==> src/rtl/cfg_byte_port.sv <==
module cfg_byte_port #(
  parameter int DW = 8
) (
  input  logic          clk,
  input  logic          rst,
  input  logic          init_n,
  input  logic          sel0_n,
  input  logic          sel1,
  input  logic          wr_n,
  input  logic          rd_n,
  input  logic [DW-1:0] bus_in,
  input  logic          byte_ready,
  output logic [DW-1:0] bus_out,
  output logic [DW-1:0] bus_oe,
  output logic          rdy,
  output logic [DW-1:0] byte_data,
  output logic          byte_valid
);
  localparam int TOP = DW - 1;

  logic [1:0]    s_sel0, s_sel1, s_wr, s_rd, s_init;
  logic [DW-1:0] s_dat0, s_dat1;

  always_ff @(posedge clk) begin
    if (rst) begin
      s_sel0 <= 2'b11;
      s_sel1 <= 2'b00;
      s_wr   <= 2'b11;
      s_rd   <= 2'b11;
      s_init <= 2'b00;
      s_dat0 <= '0;
      s_dat1 <= '0;
    end else begin
      s_sel0 <= {s_sel0[0], sel0_n};
      s_sel1 <= {s_sel1[0], sel1};
      s_wr   <= {s_wr[0], wr_n};
      s_rd   <= {s_rd[0], rd_n};
      s_init <= {s_init[0], init_n};
      s_dat0 <= bus_in;
      s_dat1 <= s_dat0;
    end
  end

  logic sel, live, wr_on, rd_on, wr_on_q, capture;
  logic [DW-1:0] hold;

  assign sel   = !s_sel0[1] && s_sel1[1];
  assign live  = s_init[1];
  assign wr_on = sel && !s_wr[1] && live;
  assign rd_on = sel && !s_rd[1] && s_wr[1];

  assign rdy     = live && !byte_valid;
  assign capture = wr_on_q && !wr_on && rdy;

  always_ff @(posedge clk) begin
    if (rst) begin
      wr_on_q    <= 1'b0;
      hold       <= '0;
      byte_data  <= '0;
      byte_valid <= 1'b0;
    end else begin
      wr_on_q <= wr_on;
      if (wr_on) hold <= s_dat1;
      if (capture) begin
        byte_data  <= hold;
        byte_valid <= 1'b1;
      end else if (byte_valid && byte_ready) begin
        byte_valid <= 1'b0;
      end
    end
  end

  assign bus_out = {rdy, {TOP{1'b0}}};
  assign bus_oe  = {rd_on, {TOP{1'b0}}};
endmodule


==> config.mk <==
export PLATFORM = sky130hd
export DESIGN_NAME = cfg_byte_port
export DESIGN_NICKNAME = d
export VERILOG_FILES = /design/src/rtl/cfg_byte_port.sv
export SDC_FILE = /design/constraint.sdc
export NUM_CORES = 1
export LEC_CHECK = 0
export ABC_AREA = 1
export BUFFER_PORTS_ARGS = -buffer_cell sky130_fd_sc_hd__buf_2
export CORE_MARGIN = 2
export CORE_UTILIZATION = 40
export DETAILED_ROUTE_END_ITERATION = 10
export PLACE_DENSITY = 0.72
export SETUP_SLACK_MARGIN = 0.1
export SLEW_MARGIN = 30
export SYNTH_ARGS = -nofsm -noshare
export SYNTH_HDL_FRONTEND = slang
export SYNTH_SLANG_ARGS = --single-unit
export TNS_END_PERCENT = 1
==> constraint.sdc <==
create_clock -name clk -period 0.91 [get_ports clk]
set_input_delay 0.1365 -clock clk [delete_from_list [all_inputs] [get_ports clk]]
set_output_delay 0.1365 -clock clk [all_outputs]
set_load 0.05 [all_outputs]
* After elaboration in Yosys (flattened, before gate mapping)
Cells that the tools add are included.
Storage, ports and cells: flip-flop bits (word level) 44, bits of input ports 16, word-level logic and storage cells 28, output and inout port bits 26
Cells by class: multiplexer cells 2, reduce and logical (&&, ||, !) cells 15
Operator list (number):
- logical AND 1 bit | 9
- zero test 1 bit | 5
- two-way mux 1 bit | 2
- nonzero test 2 bit | 1

* Depth between registers and ports, before layout
Gate-level depths: netlist of the first run.
depth after elaboration 8, depth in mapped cells 8, mapped depth without buffers 7

* Least setup slack after synthesis of the first run
Ideal clock, no wire load.
kind register to output, start point register byte_valid, end point output port bus_out[7], setup slack -556 ps, arrival 1330 ps, stages on the path, launching flop included 5, cell sequence dfxtp_1 > inv_1 > nand2_1 > inv_1 > buf_4
Between the ends: cells in the longest elaborated chain, start to end 2
Ends and longest elaborated chain:
- start: declaration | RTL line 17 | output logic byte_valid
- start signal: assignment | RTL line 60 | byte_valid <= 1'b0;
- start signal: assignment | RTL line 66 | byte_valid <= 1'b1;
- start signal: assignment | RTL line 68 | byte_valid <= 1'b0;
- zero test 1 bit | RTL line 52 | assign rdy = live && !byte_valid;
- logical AND 1 bit | RTL line 52
- end: declaration | RTL line 13 | output logic [DW-1:0] bus_out,
Every way passes these cells.

* Final worst setup path of the first run
start point register s_init[1], end point output port bus_out[7]
Between the ends: cells in the longest elaborated chain, start to end 1
Ends and longest elaborated chain:
- start: declaration | RTL line 21 | logic [1:0] s_sel0, s_sel1, s_wr, s_rd, s_init;
- start signal: assignment | RTL line 38 | s_init <= {s_init[0], init_n};
- logical AND 1 bit | RTL line 52
Every way passes these cells.

==> metrics, run 1 <==
drt pass-1 iters 4; row cnt 23; violated checks negative setup slack; crit-path max FO 2; Switch Pwr 0.0008307 W; area delta synth->final 23.69%; Max-cap violations 0; starting density of the core 0.4137; Chip Width 68.09 um; VDD IR-drop max 981.6 uV; outcome complete, but fails checks; CP startpoint kind flip-flop; largest net degree at the start of global routing 19; R2R depth 8; crit path DAT ~1100 ps; worst hold endpoint s_rd[0]$_SDFF_PP1_; vias per cell 3.772; Final Max Slew Viols 0; Routed Antenna Nets 0; r2r endpoint hold[6]$_SDFFE_PP0P_; number of synthesized register bits 44; Mapped Area 1643 um2; 1st-iter DRT viols 24; beginning of the worst hold path rd_n; mean post-synth cell area 8.425 um2; # diodes 0; sequential area share after synthesis 0.5362; first-pass GRT wire length about 3.7 mm; Tcrit/Tclk final 1.338; reg2reg start s_sel1[1]$_SDFF_PP0_; CTS Buf Count 5; post-DP HPWL 1.473 mm; total number of vias between 1000 and 1500; skew final 8.777 ps; WL/cell 7.540 um; initial antenna violation count 0; worst skew pair latency 290 ps; FILL cells 406; Tot Pwr 0.003490 W; GRT Residual Overflow 0; Tot GR Track Use 0.1100; vias in the first global route 902; leak pwr approximately 0.98 nW; DP Worst Slack -167.5 ps; Critical Path RT between 700 and 800 ps; Tmin final 1217 ps; die height 68.09 um; # port buffers 27; RSZ-0062 raised after global routing true; worst hold slack 17.26 ps; Final Net Count roughly 240; Sinks on Clock Net 44; CP endpoint kind output port; htree depth 2; Achievable Freq 821.4 MHz; Hold Vio Cnt, Final 0; FF-to-FF setup slack -190 ps; worst min path class in -> reg; most frequent cells in the layout nor2_1 (38), dfxtp_1 (33), inv_1 (31); Setup Viol. Count Final 30; residual DRC count 0; CTS tree built; CTS clk-pin slew, worst paths 80 ps; WS Path Type reg -> out; internal power 0.002659 W; Seq pwr share 0.570; clock share of power 0.351; power per standard cell area 1717 nW/um2; clk root buf clkbuf_8; FF+latch area 897.1 um2; Core Area 3971 um2; total die area 4636 um2; layout cells sized above 1 0.3850; buffer depth of the longest clock path 2; switching part of the total 0.2380; Ports 42; Comb power frac 0.079; final worst setup slack -307.5 ps; hold depth 2; commonest non-fill, non-tap cell in the layout nor2_1; unique cell type count in the Yosys netlist 17; Multi-input gate area ~540 um2; Placer Congestion between 0.6 and 0.7; Synth Warn # 0; DRT Wirelength 2.081 mm; Syn Inst Count 195
==> metal layers <==
layer	global-route usage	part of all wire	vias to the layer above	wire length (um)
met3	0.02961	0.058	6	120
met2	0.1723	0.48	33	995
met1	0.1276	0.43	418	886
met4	0.08250	0.037	0	78
li1	-	-	584	-
met5	0	0	-	0
==> critical path, cell delays in order (launching register included) <==
cell        delay [ps]
dfxtp_2            330
buf_4              130
nand2_4             80
clkinvlp_4         100
buf_6              150
==> power by group through the flow <==
stage | Clock [W] | Combinational, W | Sequential [W]
floorplan | 0 | 0.000275 | 0.00203
global placement | 0 | 0.000268 | 0.00203
detailed placement | 0 | 0.000271 | 0.00204
CTS | 0.00127 | 0.000277 | 0.00199
global route | 0.00136 | 0.000302 | 0.00200
finish | 0.00122 | 0.000276 | 0.00199
==> sequential cells by signal, indices dropped and copies added, names as in the netlist <==
| signal | cells |
|---|---|
| byte_data | 8 |
| byte_valid | 1 |
| hold | 8 |
| s_dat0 | 8 |
| s_dat1 | 8 |
| s_init | 2 |
| s_rd | 2 |
| s_sel0 | 2 |
| s_sel1 | 2 |
| s_wr | 2 |
| wr_on_q | 1 |
==> cell usage after synthesis (all sizes together) <==
cell type / number / area (um2)
nand2: 20 / 100.1
a21oi: 1 / 8.760
inv: 34 / 127.6
or2: 7 / 43.79
o21ai: 8 / 40.04
conb: 1 / 3.750
nor2: 57 / 259.0
buf: 22 / 173.9
dfxtp: 44 / 880.8
clkinv: 1 / 5.000
==> kinds of logic after synthesis <==
logic type      share of synthesized area
simple gates                       0.2452
other cells                      0.002283
compound gates                    0.02970
buf+inv                            0.1866
flops                              0.5362
==> area by class of cell <==
class | instances | area share
clock buffers | 7 | 0.04249
repair buffers | 32 | 0.1429
inverters | 35 | 0.07266
clock inverters | 1 | 0.003695
well taps | 50 | 0.03079
multi-input cells | 107 | 0.2660
flip-flops and latches | 44 | 0.4415
==> worst max-delay path by stage <==
stage	startpoint	to	slack [ps]	depth (start not counted)
2_1_floorplan	byte_valid$_SDFFE_PP0P_	bus_out[7]	-300	4
4_1_cts	s_sel1[1]$_SDFF_PP0_	bus_oe[7]	-360	5
6_report	s_init[1]$_SDFF_PP0_	bus_out[7]	-310	4
3_3_place_gp	s_init[1]$_SDFF_PP0_	byte_data[7]$_SDFFE_PP0P_	-100	7
3_5_place_dp	s_init[1]$_SDFF_PP0_	byte_data[4]$_SDFFE_PP0P_	-170	7
5_1_grt	s_init[1]$_SDFF_PP0_	bus_out[7]	-360	4
==> through the flow <==
step / cell area, um2 / util / setup TNS [ps] / cells
6_report: 2032 / 0.5117 / -3474 / 276
5_1_grt: 2032 / 0.5117 / -5209 / 276
4_1_cts: 1992 / 0.5016 / -3723 / 276
3_5_place_dp: 1773 / 0.4464 / -2558 / 267
3_3_place_gp: 1773 / 0.4464 / -1539 / 267
2_1_floorplan: 1714 / - / -2304 / 208
==> timing repair <==
action                                  4_1_cts  5_1_grt
resized for setup                            41       13
pin swaps                                     2        2
endpoints found under the setup margin       30       30
buffers inserted                              1        0
hold buffers                                  0        0
Note: power is estimated with default switching activity, not from simulation.
==> run 2, diff against run 1 <==
--- a/config.mk
+++ b/config.mk
@@ -7,10 +7,11 @@
 export LEC_CHECK = 0
 export ABC_AREA = 1
 export BUFFER_PORTS_ARGS = -buffer_cell sky130_fd_sc_hd__buf_2
+export CAP_MARGIN = 20
 export CORE_MARGIN = 2
 export CORE_UTILIZATION = 40
 export DETAILED_ROUTE_END_ITERATION = 10
-export PLACE_DENSITY = 0.72
+export PLACE_DENSITY = 0.7
 export SETUP_SLACK_MARGIN = 0.1
 export SLEW_MARGIN = 30
 export SYNTH_ARGS = -nofsm -noshare
==> constraint.sdc (replaced) <==
create_clock -name clk -period 1.5 [get_ports clk]
set_input_delay 0.225 -clock clk [delete_from_list [all_inputs] [get_ports clk]]
set_output_delay 0.225 -clock clk [all_outputs]
set_load 0.05 [all_outputs]
==> run 2 against run 1 <==
  * The run now ends clean
  * Clock-buffer cell count increased by 1
  * Critical path type unchanged
  * Design area fell by 9.9%
  * Sequential power decreased by 39%
  * Critical endpoint is now bus_oe[7]
  * Combinational power decreased by 42%
  * Final cell count is 1.4% lower
  * Total power is 40% lower
  * First-iteration DRC count is 50% higher
  * Die area stayed put
  * Worst hold slack gained 94 ps
  * Via count fell by 0.58%
  * Routed wire length is 0.48% lower
==> metrics, run 2 (same netlist as run 1, synthesis figures left out) <==
met3 GRT Util 0.04441; leak pwr 0.9186 nW; Crit path max-delay family flip-flops; skew final between 3 and 4 ps; crit path from s_sel1[1]$_SDFF_PP0_; Achievable Freq 738.4 MHz; R2R depth 7; # diodes 0; CTS Buf Count 5; post-route cell area 1831 um2; Routed Antenna Nets 0; postcts setup bufs 0; CP startpoint kind flip-flop; Switch Pwr 0.0004947 W; worst hold slack ~110 ps; Post-DP Area 1730 um2; total number of vias 1035; total die area 4636 um2; htree depth 2; Placer Congestion 0.7042; crit path DAT about 1100 ps; residual DRC count 0; crit-path max cell delay 310 ps; clock share of power 0.350; Comb power frac 0.076; M2 GR Usage 0.1626; setup TNS 0 ps; worst-path cell chain inv_1 > nor2_4 > nand2_1 > nor2_1 > buf_4; reg2reg start s_init[1]$_SDFF_PP0_; row cnt 23; Setup Viol. Count Final 0; power per standard cell area roughly 1100 nW/um2; Worst path slowest cell dfxtp_1; post-DP HPWL 1.482 mm; vias in the first global route 862; Critical Path RT 1270 ps; Max-cap violations 0; met1 usage 0.1293; Tcrit/Tclk final 0.9028; final worst setup slack 145.8 ps; area delta synth->final 11.42%; DP Worst Slack ~380 ps; internal power roughly 0.0016 W; Core Area between 3000 and 4000 um2; first-pass GRT wire length around 3.6 mm; FILL cells ~430; critical path depth in cells 5; WL/cell around 7.6 um; CP endpoint kind output port; Seq pwr share 0.574; layout cells sized above 1 0.2793; outcome finished, final reports clean; die height 68.09 um; crit-path max FO 2; buffer depth of the longest clock path 2; beginning of the worst hold path rd_n; starting density of the core 0.4137; GRT Residual Overflow 0; Tot GR Track Use 0.1099; largest net degree at the start of global routing 18; Final Max Slew Viols 0; hold-fix buffers at CTS 0; switching part of the total 0.2351; clk root buf clkbuf_8; Chip Width 68.09 um; VDD IR-drop max 401.3 uV; drt pass-1 iters 3; GRT Max-Usage Layer met2; hold depth 2; RSZ-0062 raised after global routing true; Sinks on Clock Net 44; CTS clk-pin slew, worst paths around 70 ps; WS Path Type reg -> out; commonest non-fill, non-tap cell in the layout nor2_1; initial antenna violation count 0; worst min path class in -> reg; vias per cell 3.805; CP bufs+invs 2; worst skew pair latency 290 ps; Hold Vio Cnt, Final 0; CTS tree built; Tmin final 1354 ps; most frequent cells in the layout nor2_1 (45), dfxtp_1 (43), inv_1 (33); Final Net Count 237; 1st-iter DRT viols 36; Ports 42; DRT Wirelength 2.071 mm; # port buffers 27
run 2: cell count changes in the layout (fill, tap and decap cells not counted), moves of 4 or more:
cell / change
dfxtp_2: -10
nor2_2: -7
nor2_1: +7
buf_6: -4
buf_8: -8
buf_2: +9
dfxtp_1: +10
run 2: worst register-to-register path: cells and delay by family, from the launching register on:
family	cells	cell delay, ps
buffers and inverters	1	70
and+or+nand+nor	6	630
DFF	1	340
run 2: timing repair:
item                                    in CTS  in global routing
endpoints found under the setup margin       3                  3
cloned                                       0                  0
pin swaps                                    0                  0
resized for setup                            1                  3
run 2: layout make-up:
cell class                 count  area [um2]  share of cell area
inverter                      35       136.4             0.07450
tap                           50       62.56             0.03418
clock buffer                   8       90.09             0.04921
timing repair buffer          28       150.1             0.08202
sequential                    44       884.6              0.4833
multi-input combinational    107       506.7              0.2768
run 2: layer usage:
layer  routed length, um  share of wire
met5                   0              0
met4                  69          0.033
met3                 146          0.070
met2                 950           0.46
met1                 904           0.44
run 2: worst paths after layout:
check,end,slack (ps)
setup / recovery,bus_oe[7],150
hold / removal,s_rd[0]$_SDFF_PP1_,110
setup reg to reg,byte_data[3]$_SDFFE_PP0P_,360
hold reg to reg,s_init[1]$_SDFF_PP0_,400
run 2: power groups by stage:
| stage | Sequential, W | Clock, W | Combinational (W) |
|---|---|---|---|
| floorplan | 0.00123 | 0 | 0.000166 |
| global placement | 0.00123 | 0 | 0.000159 |
| detailed placement | 0.00123 | 0 | 0.000161 |
| CTS | 0.00121 | 0.000765 | 0.000161 |
| global route | 0.00121 | 0.000834 | 0.000177 |
| finish | 0.00121 | 0.000736 | 0.000161 |
run 2: per-stage QoR:
stage          total power [W]  instances    util
6_report              0.002104        272  0.4609
5_1_grt               0.002222        272  0.4609
4_1_cts               0.002133        272  0.4590
3_5_place_dp          0.001396        264  0.4357
3_3_place_gp          0.001393        264  0.4357
2_1_floorplan         0.001398        208       -
